## src/rtl/sdcmd_pkg.sv

```systemverilog
package sdcmd_pkg;

  localparam int TOKEN_BITS = 48;
  localparam int LONG_BITS  = 136;
  localparam int MSG_BITS   = 40;
  localparam int CRC_W      = 7;
  localparam int CRC_LOW    = 8;
  localparam logic [CRC_W-1:0] CRC7_POLY = 7'h09;

  typedef enum logic [1:0] {
    RESP_NONE        = 2'd0,
    RESP_SHORT       = 2'd1,
    RESP_SHORT_NOCRC = 2'd2,
    RESP_LONG        = 2'd3
  } respKind_e;

  typedef enum logic [1:0] {
    TX_MSG = 2'd0,
    TX_CRC = 2'd1,
    TX_END = 2'd2
  } txSel_e;

  typedef struct packed {
    logic   loadTx;
    logic   txShift;
    txSel_e txSel;
    logic   rxClear;
    logic   rxShift;
    logic   rxCrcEn;
    logic   rxCheck;
    logic   checkCrc;
  } dpStrobe_t;

  // one serial step of the x^7 + x^3 + 1 remainder register
  function automatic logic [CRC_W-1:0] crc7Step(input logic [CRC_W-1:0] c, input logic b);
    logic fb;
    fb = b ^ c[CRC_W-1];
    return {c[CRC_W-2:0], 1'b0} ^ (fb ? CRC7_POLY : '0);
  endfunction

endpackage

```

## src/rtl/sdcmd_clkgen.sv

```systemverilog
module sdcmd_clkgen #(
  parameter int CLK_HALF = 2
) (
  input  logic clk,
  input  logic rstN,
  input  logic clkEn,
  output logic cardClk,
  output logic riseEv,
  output logic fallEv
);
  localparam int DIV_W = (CLK_HALF > 1) ? $clog2(CLK_HALF) : 1;

  logic [DIV_W-1:0] divCnt;
  logic             clkQ;
  logic             tick;

  assign tick    = clkEn && (divCnt == DIV_W'(CLK_HALF - 1));
  assign riseEv  = tick && !clkQ;
  assign fallEv  = tick && clkQ;
  assign cardClk = clkQ;

  always_ff @(posedge clk) begin
    if (!rstN || !clkEn) begin
      divCnt <= '0;
      clkQ   <= 1'b0;
    end else if (tick) begin
      divCnt <= '0;
      clkQ   <= ~clkQ;
    end else begin
      divCnt <= divCnt + DIV_W'(1);
    end
  end

  // the card clock only rises while gating is enabled
  a_r13_clk_gated: assert property (@(posedge clk) disable iff (!rstN)
    $rose(cardClk) |-> $past(clkEn));

endmodule

```

## src/rtl/sdcmd_ctrl.sv

```systemverilog
module sdcmd_ctrl
  import sdcmd_pkg::*;
#(
  parameter int IDLE_CLKS    = 12,
  parameter int RESP_TIMEOUT = 64
) (
  input  logic       clk,
  input  logic       rstN,
  input  logic       cmdStart,
  input  logic [1:0] respKind,
  input  logic       cmdIn,
  input  logic       riseEv,
  input  logic       fallEv,
  output dpStrobe_t  stb,
  output logic       clkEn,
  output logic       cmdOe,
  output logic       busy,
  output logic       done,
  output logic       respTimeout
);
  localparam int CNT_TOP0 = (RESP_TIMEOUT > LONG_BITS) ? RESP_TIMEOUT : LONG_BITS;
  localparam int CNT_TOP  = (IDLE_CLKS > CNT_TOP0) ? IDLE_CLKS : CNT_TOP0;
  localparam int CNT_W    = $clog2(CNT_TOP + 1);

  typedef enum logic [2:0] {
    ST_IDLE, ST_PRE, ST_SEND, ST_WAIT, ST_RECV, ST_STOP
  } ctrlState_e;

  ctrlState_e       state;
  respKind_e        kindQ;
  logic [CNT_W-1:0] bitCnt;
  logic             cmdOeQ, doneQ, timeoutQ;
  logic [CNT_W-1:0] rxTotal, rxHi, rxPos;
  logic             inWin;

  assign rxTotal = (kindQ == RESP_LONG) ? CNT_W'(LONG_BITS) : CNT_W'(TOKEN_BITS);
  assign rxHi    = (kindQ == RESP_LONG) ? CNT_W'(LONG_BITS - 9) : CNT_W'(TOKEN_BITS - 1);
  assign rxPos   = rxTotal - CNT_W'(1) - bitCnt;
  assign inWin   = (rxPos >= CNT_W'(CRC_LOW)) && (rxPos <= rxHi);

  assign clkEn       = (state != ST_IDLE);
  assign busy        = (state != ST_IDLE);
  assign cmdOe       = cmdOeQ;
  assign done        = doneQ;
  assign respTimeout = timeoutQ;

  always_comb begin
    stb       = '0;
    stb.txSel = TX_MSG;
    unique case (state)
      ST_IDLE: if (cmdStart) begin
        stb.loadTx  = 1'b1;
        stb.rxClear = 1'b1;
      end
      ST_PRE: if (fallEv && bitCnt == CNT_W'(IDLE_CLKS)) stb.txShift = 1'b1;
      ST_SEND: if (fallEv && bitCnt < CNT_W'(TOKEN_BITS)) begin
        stb.txShift = 1'b1;
        if (bitCnt < CNT_W'(MSG_BITS))           stb.txSel = TX_MSG;
        else if (bitCnt < CNT_W'(TOKEN_BITS - 1)) stb.txSel = TX_CRC;
        else                                      stb.txSel = TX_END;
      end
      ST_WAIT: if (riseEv && !cmdIn) begin
        stb.rxShift = 1'b1;
        stb.rxCrcEn = inWin;
      end
      ST_RECV: if (riseEv) begin
        stb.rxShift = 1'b1;
        stb.rxCrcEn = inWin;
      end
      ST_STOP: if (fallEv) begin
        stb.rxCheck  = 1'b1;
        stb.checkCrc = !timeoutQ && (kindQ == RESP_SHORT || kindQ == RESP_LONG);
      end
      default: ;
    endcase
  end

  always_ff @(posedge clk) begin
    if (!rstN) begin
      state    <= ST_IDLE;
      kindQ    <= RESP_NONE;
      bitCnt   <= '0;
      cmdOeQ   <= 1'b0;
      doneQ    <= 1'b0;
      timeoutQ <= 1'b0;
    end else begin
      doneQ <= 1'b0;
      unique case (state)
        ST_IDLE: if (cmdStart) begin
          kindQ    <= respKind_e'(respKind);
          timeoutQ <= 1'b0;
          bitCnt   <= '0;
          state    <= ST_PRE;
        end
        ST_PRE: begin
          if (riseEv) bitCnt <= bitCnt + CNT_W'(1);
          if (fallEv && bitCnt == CNT_W'(IDLE_CLKS)) begin
            cmdOeQ <= 1'b1;
            bitCnt <= CNT_W'(1);
            state  <= ST_SEND;
          end
        end
        ST_SEND: if (fallEv) begin
          if (bitCnt == CNT_W'(TOKEN_BITS)) begin
            cmdOeQ <= 1'b0;
            bitCnt <= '0;
            if (kindQ == RESP_NONE) begin
              state <= ST_IDLE;
              doneQ <= 1'b1;
            end else begin
              state <= ST_WAIT;
            end
          end else begin
            bitCnt <= bitCnt + CNT_W'(1);
          end
        end
        ST_WAIT: if (riseEv) begin
          if (!cmdIn) begin
            bitCnt <= CNT_W'(1);
            state  <= ST_RECV;
          end else if (bitCnt == CNT_W'(RESP_TIMEOUT - 1)) begin
            timeoutQ <= 1'b1;
            state    <= ST_STOP;
          end else begin
            bitCnt <= bitCnt + CNT_W'(1);
          end
        end
        ST_RECV: if (riseEv) begin
          if (bitCnt == rxTotal - CNT_W'(1)) state <= ST_STOP;
          else                               bitCnt <= bitCnt + CNT_W'(1);
        end
        ST_STOP: if (fallEv) begin
          state <= ST_IDLE;
          doneQ <= 1'b1;
        end
        default: state <= ST_IDLE;
      endcase
    end
  end

  // the drive enable only turns on at a falling card-clock edge
  a_r4_oe_on_fall: assert property (@(posedge clk) disable iff (!rstN)
    $rose(cmdOe) |-> $past(fallEv));

  // completion is a single-cycle pulse
  a_r13_done_pulse: assert property (@(posedge clk) disable iff (!rstN)
    done |=> !done);

endmodule

```

## src/rtl/sdcmd_datapath.sv

```systemverilog
module sdcmd_datapath
  import sdcmd_pkg::*;
(
  input  logic                 clk,
  input  logic                 rstN,
  input  dpStrobe_t            stb,
  input  logic [5:0]           cmdIndex,
  input  logic [31:0]          cmdArg,
  input  logic                 cmdIn,
  output logic                 cmdOut,
  output logic [LONG_BITS-1:0] respWord,
  output logic                 respCrcErr
);
  logic [MSG_BITS-1:0]  msgQ;
  logic [CRC_W-1:0]     txCrcQ, rxCrcQ;
  logic                 cmdOutQ, crcErrQ;
  logic [LONG_BITS-1:0] rxWordQ;
  logic                 txShiftEv;

  assign cmdOut     = cmdOutQ;
  assign respWord   = rxWordQ;
  assign respCrcErr = crcErrQ;
  assign txShiftEv  = stb.txShift;

  // transmit side: message bits feed the CRC as they leave
  always_ff @(posedge clk) begin
    if (!rstN) begin
      msgQ    <= '0;
      txCrcQ  <= '0;
      cmdOutQ <= 1'b1;
    end else if (stb.loadTx) begin
      msgQ   <= {2'b01, cmdIndex, cmdArg};
      txCrcQ <= '0;
    end else if (stb.txShift) begin
      unique case (stb.txSel)
        TX_MSG: begin
          cmdOutQ <= msgQ[MSG_BITS-1];
          msgQ    <= {msgQ[MSG_BITS-2:0], 1'b0};
          txCrcQ  <= crc7Step(txCrcQ, msgQ[MSG_BITS-1]);
        end
        TX_CRC: begin
          cmdOutQ <= txCrcQ[CRC_W-1];
          txCrcQ  <= {txCrcQ[CRC_W-2:0], 1'b0};
        end
        default: cmdOutQ <= 1'b1;
      endcase
    end
  end

  // receive side: shift in at the LSB, accumulate CRC inside the window
  always_ff @(posedge clk) begin
    if (!rstN || stb.rxClear) begin
      rxWordQ <= '0;
      rxCrcQ  <= '0;
      crcErrQ <= 1'b0;
    end else begin
      if (stb.rxShift) begin
        rxWordQ <= {rxWordQ[LONG_BITS-2:0], cmdIn};
        if (stb.rxCrcEn) rxCrcQ <= crc7Step(rxCrcQ, cmdIn);
      end
      if (stb.rxCheck) crcErrQ <= stb.checkCrc && (rxCrcQ != rxWordQ[CRC_W:1]);
    end
  end

  // the wire value moves only on a transmit step from a falling edge
  a_r3_out_on_fall: assert property (@(posedge clk) disable iff (!rstN)
    !$stable(cmdOut) |-> $past(txShiftEv));

endmodule

```

## src/rtl/sd_cmd_xcvr.sv

```systemverilog
module sd_cmd_xcvr
  import sdcmd_pkg::*;
#(
  parameter int CLK_HALF     = 2,
  parameter int IDLE_CLKS    = 12,
  parameter int RESP_TIMEOUT = 64
) (
  input  logic         clk,
  input  logic         rstN,
  input  logic         cmdStart,
  input  logic [5:0]   cmdIndex,
  input  logic [31:0]  cmdArg,
  input  logic [1:0]   respKind,
  output logic         busy,
  output logic         done,
  output logic         respTimeout,
  output logic         respCrcErr,
  output logic [135:0] respWord,
  output logic         cardClk,
  output logic         cmdOut,
  output logic         cmdOe,
  input  logic         cmdIn
);
  dpStrobe_t stb;
  logic      clkEn, riseEv, fallEv;

  sdcmd_clkgen #(.CLK_HALF(CLK_HALF)) uClk (
    .clk(clk), .rstN(rstN), .clkEn(clkEn),
    .cardClk(cardClk), .riseEv(riseEv), .fallEv(fallEv)
  );

  sdcmd_ctrl #(.IDLE_CLKS(IDLE_CLKS), .RESP_TIMEOUT(RESP_TIMEOUT)) uCtrl (
    .clk(clk), .rstN(rstN), .cmdStart(cmdStart), .respKind(respKind),
    .cmdIn(cmdIn), .riseEv(riseEv), .fallEv(fallEv), .stb(stb),
    .clkEn(clkEn), .cmdOe(cmdOe), .busy(busy), .done(done),
    .respTimeout(respTimeout)
  );

  sdcmd_datapath uDp (
    .clk(clk), .rstN(rstN), .stb(stb), .cmdIndex(cmdIndex), .cmdArg(cmdArg),
    .cmdIn(cmdIn), .cmdOut(cmdOut), .respWord(respWord), .respCrcErr(respCrcErr)
  );

  // a timed-out transaction never reports a CRC error
  a_r7_timeout_no_crcerr: assert property (@(posedge clk) disable iff (!rstN)
    (done && respTimeout) |-> !respCrcErr);

endmodule

```

## config.mk

```make
export PLATFORM = sky130hd
export DESIGN_NAME = sd_cmd_xcvr
export DESIGN_NICKNAME = d
export VERILOG_FILES = /design/src/rtl/sdcmd_pkg.sv /design/src/rtl/sdcmd_clkgen.sv /design/src/rtl/sdcmd_ctrl.sv /design/src/rtl/sdcmd_datapath.sv /design/src/rtl/sd_cmd_xcvr.sv
export SDC_FILE = /design/constraint.sdc
export NUM_CORES = 1
export LEC_CHECK = 0
export BUFFER_PORTS_ARGS = -buffer_cell sky130_fd_sc_hd__buf_2
export CAP_MARGIN = 20
export CORE_MARGIN = 4
export CORE_UTILIZATION = 24
export DETAILED_ROUTE_END_ITERATION = 6
export HOLD_SLACK_MARGIN = 0.06
export PLACE_DENSITY = 0.54
export SLEW_MARGIN = 20
export SYNTH_ARGS = -nofsm -noshare
export SYNTH_HDL_FRONTEND = slang
export SYNTH_SLANG_ARGS = --single-unit
```

## constraint.sdc

```tcl
create_clock -name clk -period 3.7 [get_ports clk]
set_clock_uncertainty 0.1 [all_clocks]
set_input_delay 0.74 -clock clk [delete_from_list [all_inputs] [get_ports clk]]
set_output_delay 0.74 -clock clk [all_outputs]
set_load 0.01 [all_outputs]
```

==> results.cfg, run 1 <==
[sta]
tns_ns = 0
fin_ws_ns = 0.515
report.final.slew_viol_count = 0
fmax_ghz = 0.314
maxSlewHeadroom_pct = 45.2
hold_ws_ns = 0.325
finalSetupViolCount = 0
hold_viol = 0
fin_crit_sh_pct = 86.1
rsz0062_at_grt = no
worstMarginPinSlew_ns = 0.813
finalCriticalPeriod_ns = 3.19

[logic_synthesis]
synth-seq-area-share_pct = 49.8
synth.area.top_cells = dfxtp_1, nand2_1, a21oi_1
synth_xor_area_share_pct = 1.56
synth-async-reset-ratio_pct = 0
yosysWarnings = 0
synth_compound_area_share_pct = 20.8
yosysTopAreaCell = dfxtp_1
synthFlopType = dfxtp_1
synth_most_common_cell = nand2_1
synth_top_cell_area_share_pct = 49.8
synth_edf_count = 0
yosys.area_share.simple_pct = 21.5
syn_area_mm2 = 0.00845
synth.mux.area_fraction_pct = 1.30
syn_inst = 1047
synth.avg_cell_area_um2 = 8.07
synth_seq_cells = 210
yosys-top-cells-count = nand2_1, dfxtp_1, a21oi_1
ys_types = 60
synth_adder_area_share_pct = 0.889
synth_top_family_by_area = simple AND/OR/NAND/NOR gates
syn_nets = 1097

[global_routing]
overflow = 0
grt_pass1_vias = 7176
antenna_found_initial = 0
grt_first_pass_wirelength_um = 38000
grt_max_degree = 137
grt_util_all_layers_pct = 11.7

[clocking]
h-tree-depth = 1
postCtsSetupRepairBufs = 0
clock_sinks = 210
cts_resized = 0
clk_latency_ns = 0.52
postCtsHoldBufs = 0
cts_buffers = 26
cts_tree = built
clk_pin_slew_worst_paths_ns = 0.06
root_buffer = clkbuf_16
clockBufferDepth = 3

[die]
die_h_um = 196
core_mm2 = 0.0346
die_x_um = 196
rows = 68
initial_core_util_pct = 24.4
die-area_mm2 = 0.0383
ios = 187

[setup_path]
path_max_fanout = 7
cpPeakStageDelay_ns = 0.64
endpoint_kind = flip-flop
crit_top_cell = ha_1
worstSetupPathType = flip-flop to flip-flop
crit_chain = nand2_1 -> ha_1 -> or2_2 -> a21oi_1 -> xor2_1 -> ha_1 -> a31o_2 -> a211oi_2 -> mux2i_1
critPathTopFamily = compound AO/OA/AOI/OAI gates
path_buf_inv = 0
crit_arrival_ns = 3.53
cp.required_ns = 4.04
startpoint_type = flip-flop
cp_slowest_cell = a211oi_2

[min_path]
hold_class = primary input to flip-flop

[power]
power_density_mw_per_mm2 = 549
p_leak_nw = 3.96
vdd_ir_drop_max_uv = 309
finalPower_mw = 5.86

[place]
place_area_mm2 = 0.00981
place_hpwl_um = 15400
globalplace.congestion = 0.778
io_buffers = 186
pre_cts_slack_ns = 0.563

[route]
first_iter_violations = 423
viasPerCell = 4.67
post_drt_wl_per_cell_um = 14.3
postRouteAntennaNets = 0
wirelength_um = 23800
drc = 0
num_vias = 7793
dr.pass1.iters = 5

[finish]
stdcell_area_mm2 = 0.0107
fin_nets = 1247
areaGrowthSynthToFinish_pct = 26.3
nFillCells = 3723
layout-drive-gt1-share_pct = 21.2

[flow_run]
cap_violations = 0

[outcome]
outcome = completed
[path summary, 6_finish.rpt]
kind / start / end / slack [ns] / depth (start not counted)
hold reg to reg: uDp.msgQ[36]$_SDFFE_PN0P_ / uDp.msgQ[36]$_SDFFE_PN0P_ / 0.35 / 2
setup / recovery: uCtrl.kindQ[0]$_SDFFE_PN0P_ / uDp.rxCrcQ[2]$_SDFFE_PP0P_ / 0.51 / 9
hold / removal: cmdArg[0] / uDp.msgQ[0]$_SDFFE_PN0P_ / 0.32 / 3
setup reg to reg: uCtrl.kindQ[0]$_SDFFE_PN0P_ / uDp.rxCrcQ[2]$_SDFFE_PP0P_ / 0.51 / 9
[power breakdown]
| group | switching, mW | internal [mW] |
|---|---|---|
| Sequential | 0.121 | 2.38 |
| Clock | 0.954 | 1.55 |
| Combinational | 0.580 | 0.274 |
[worst register-to-register path: cells and delay by family (launching register included)]
kind	cells	cell delay, ns
AOI/OAI and AO/OA	3	1.08
adders and majority gates	2	0.63
and+or+nand+nor	2	0.46
DFF	1	0.39
muxes	1	0.27
xor gates and xnor gates	1	0.18
[registers in the layout, indices dropped and copies added, names as in the netlist]
name	flops
uDp.respWord	136
uCtrl.done	1
uCtrl.bitCnt	8
uClk.divCnt	1
uDp.msgQ	40
uCtrl.cmdOe	1
uDp.rxCrcQ	7
uDp.respCrcErr	1
uDp.txCrcQ	7
uCtrl.state	3
uCtrl.respTimeout	1
uCtrl.kindQ	2
uDp.cmdOut	1
uClk.cardClk	1
[layout make-up]
class	count	area [um2]	area share, %
inverters	6	22.5	0.211
well taps	455	569	5.33
repair buffers	200	1090	10.2
diodes	1	2.50	0.0234
clock buffers	40	805	7.54
clock inverters	4	55.1	0.516
flip-flops and latches	210	4200	39.4
multi-input cells	753	3930	36.8
[layer usage]
metal | global-route usage (%) | vias to the layer above | part of all wire, %
met5 | 0 | - | 0
met4 | 3.52 | 0 | 2.8
met3 | 3.30 | 43 | 7.5
met2 | 17.7 | 228 | 44
met1 | 16.2 | 3607 | 46
li1 | - | 3915 | -
[cell usage in the layout, fill, tap and decap left out, drive strengths merged, types with 4 or more instances in the layout]
| master | netlist | layout |
|---|---|---|
| a211oi | 5 | 5 |
| a21oi | 169 | 169 |
| a32oi | 35 | 35 |
| and3b | 4 | 4 |
| buf | 20 | 200 |
| clkbuf | 58 | 40 |
| dfxtp | 210 | 210 |
| ha | 6 | 6 |
| inv | 6 | 7 |
| mux2i | 11 | 11 |
| nand2 | 334 | 334 |
| nand2b | 5 | 5 |
| nand3 | 14 | 14 |
| nand4 | 4 | 4 |
| nor2 | 17 | 17 |
| nor2b | 6 | 6 |
| nor3 | 5 | 5 |
| nor3b | 4 | 4 |
| o21ai | 54 | 54 |
| o31ai | 9 | 9 |
| or3 | 4 | 4 |
| or4 | 9 | 9 |
| xnor2 | 10 | 10 |
| xor2 | 5 | 5 |
[cells by family (layout without fill, tap and decap cells)]
group	count (synthesis)	count (layout)
AO/OA/AOI/OAI	297	297
multiplexers	11	11
adder cells (fa/ha/maj)	6	6
buffers and inverters	84	250
AND/OR/NAND/NOR	424	424
flip-flops	210	210
other	0	1
XOR/XNOR	15	15
[per-stage QoR]
step	util, %	cells
floorplan	-	1047
global placement	28.3	1624
detailed placement	28.3	1624
CTS	30.8	1668
global route	30.8	1668
finish	30.8	1669
Power figures use the tool's default switching activity.
==> inputs of run 2 (changes only) <==
--- a/config.mk
+++ b/config.mk
@@ -11,7 +11,7 @@
 export CORE_UTILIZATION = 24
 export DETAILED_ROUTE_END_ITERATION = 6
 export HOLD_SLACK_MARGIN = 0.06
-export PLACE_DENSITY = 0.54
+export PLACE_DENSITY = 0.48
 export SLEW_MARGIN = 20
 export SYNTH_ARGS = -nofsm -noshare
 export SYNTH_HDL_FRONTEND = slang
==> results.cfg, run 2 (synthesis gave the netlist of run 1 again) <==
[global_routing]
grt_max_degree = 81
grt_pass1_vias = 7366
overflow = 0
grt_first_pass_wirelength_um = 39000
grt_util_all_layers_pct = 12.0
antenna_found_initial = 1

[sta]
fin_crit_sh_pct = 76.0
worstMarginPinSlew_ns = 0.765
maxSlewHeadroom_pct = 48.8
fin_ws_ns = 0.889
finalSetupViolCount = 0
finalCriticalPeriod_ns = 2.81
tns_ns = 0
hold_viol = 0
fmax_ghz = 0.356
report.final.slew_viol_count = 0
rsz0062_at_grt = no

[clocking]
postCtsSetupRepairBufs = 0
clk_pin_slew_worst_paths_ns = 0.05
root_buffer = clkbuf_16
clk_latency_ns = 0.52
clockBufferDepth = 3
cts_resized = 0
clock_sinks = 210
postCtsHoldBufs = 0
cts_buffers = 26
cts_tree = built
h-tree-depth = 1

[finish]
areaGrowthSynthToFinish_pct = 26.2
nFillCells = 3759
n_antenna_cell = 0
fin_cells = 1669
fin_nets = 1250
stdcell_area_mm2 = 0.0107
largest_register_ffs = 136
layout-drive-gt1-share_pct = 21.3
final_cell_mix = nand2_1, dfxtp_1, buf_2
final_common_cell = nand2_1

[route]
wirelength_um = 24400
dr.pass1.iters = 5
num_vias = 7704
postRouteAntennaNets = 0
drc = 0
viasPerCell = 4.62
first_iter_violations = 428
post_drt_wl_per_cell_um = 14.6

[min_path]
min-delay-start = cmdArg[6]
hold_path_end = uDp.msgQ[6]$_SDFFE_PN0P_
hold_depth = 3
hold_class = primary input to flip-flop

[power]
power_density_mw_per_mm2 = 549
finalPower_mw = 5.85
vdd_ir_drop_max_uv = 277
p_leak_nw = 3.96

[setup_path]
crit_top_cell = ha_1
path_buf_inv = 2
worstSetupPathType = flip-flop to flip-flop
r2r-end = uDp.rxCrcQ[2]$_SDFFE_PP0P_
crit_chain = inv_1 -> ha_1 -> or2_2 -> a21oi_1 -> xor2_1 -> ha_1 -> a31o_2 -> a211oi_2 -> buf_4 -> mux2i_1
path_max_fanout = 8
endpoint_kind = flip-flop
cpPeakStageDelay_ns = 0.47
cp_slowest_cell = dfxtp_1
r2r_start = uCtrl.bitCnt[3]$_SDFFE_PN0P_
critPathTopFamily = adder cells
startpoint_type = flip-flop
rrSetupSlack_ns = 0.89
crit_arrival_ns = 3.16
reg2regPathDepth = 10
cp.required_ns = 4.05

[place]
io_buffers = 186
globalplace.congestion = 0.784
place_area_mm2 = 0.00983
place_hpwl_um = 16000
post-place-cells = 1627
pre_cts_slack_ns = 0.886

[die]
core_mm2 = 0.0346
rows = 68
die_x_um = 196
ios = 187
die_h_um = 196
initial_core_util_pct = 24.4
die-area_mm2 = 0.0383

[flow_run]
cap_violations = 0

[outcome]
outcome = completed
run 2: cell types whose count changed in the layout (fill, tap and decap cells not counted):
cell      before  now
clkinv_4       1    0
inv_6          1    0
clkinv_2       0    2
clkbuf_8       8    6
buf_4         10   13
diode_2        1    0
run 2: report_power, final:
group,internal (mW),switching [mW]
Clock,1.50,0.964
Combinational,0.288,0.601
Sequential,2.38,0.113
run 2: worst reg2reg max path: cells and delay by family, from the launching register on:
family | cells | cell delay [ns]
buffers and inverters | 2 | 0.29
AND/OR/NAND/NOR | 1 | 0.31
adder cells (fa/ha/maj) | 2 | 0.61
multiplexers | 1 | 0.19
XOR/XNOR | 1 | 0.17
flip-flops | 1 | 0.47
AO/OA/AOI/OAI | 3 | 0.61
run 2: final cells by class:
cell class / instances / area [um2] / share of cell area [%]
Clock buffer: 38 / 777 / 7.29
Clock inverter: 4 / 47.5 / 0.446
Inverter: 6 / 22.5 / 0.211
Multi-Input combinational cell: 753 / 3930 / 36.9
Sequential cell: 210 / 4200 / 39.5
Tap cell: 455 / 569 / 5.34
Timing Repair Buffer: 203 / 1110 / 10.4
run 2: per-layer routing:
layer | GRT usage [%] | vias to the layer above | wire, um
li1 | - | 3919 | -
met1 | 15.9 | 3546 | 11100
met2 | 19.2 | 184 | 10900
met3 | 3.30 | 53 | 1720
met4 | 3.21 | 2 | 599
met5 | 0 | - | 7
run 2: worst max path at each step:
stage | start | to | slack, ns | cells after the start
2_1_floorplan | uCtrl.kindQ[0]$_SDFFE_PN0P_ | uDp.rxCrcQ[0]$_SDFFE_PP0P_ | 0.87 | 9
3_3_place_gp | cmdIn | uDp.respWord[101]$_SDFFE_PP0P_ | 0.91 | 6
3_5_place_dp | cmdIn | uDp.respWord[127]$_SDFFE_PP0P_ | 0.89 | 6
4_1_cts | uCtrl.bitCnt[3]$_SDFFE_PN0P_ | uDp.rxCrcQ[3]$_SDFFE_PP0P_ | 0.88 | 10
5_1_grt | uCtrl.kindQ[0]$_SDFFE_PN0P_ | uDp.rxCrcQ[3]$_SDFFE_PP0P_ | 0.68 | 10
6_report | uCtrl.bitCnt[3]$_SDFFE_PN0P_ | uDp.rxCrcQ[2]$_SDFFE_PP0P_ | 0.89 | 10
run 2: per-stage QoR:
stage | util, % | hold WS [ns]
floorplan | - | 0.329
finish | 30.8 | 0.323
global route | 30.8 | 0.317
CTS | 30.8 | 0.299
global placement | 28.4 | 0.338
detailed placement | 28.4 | 0.347
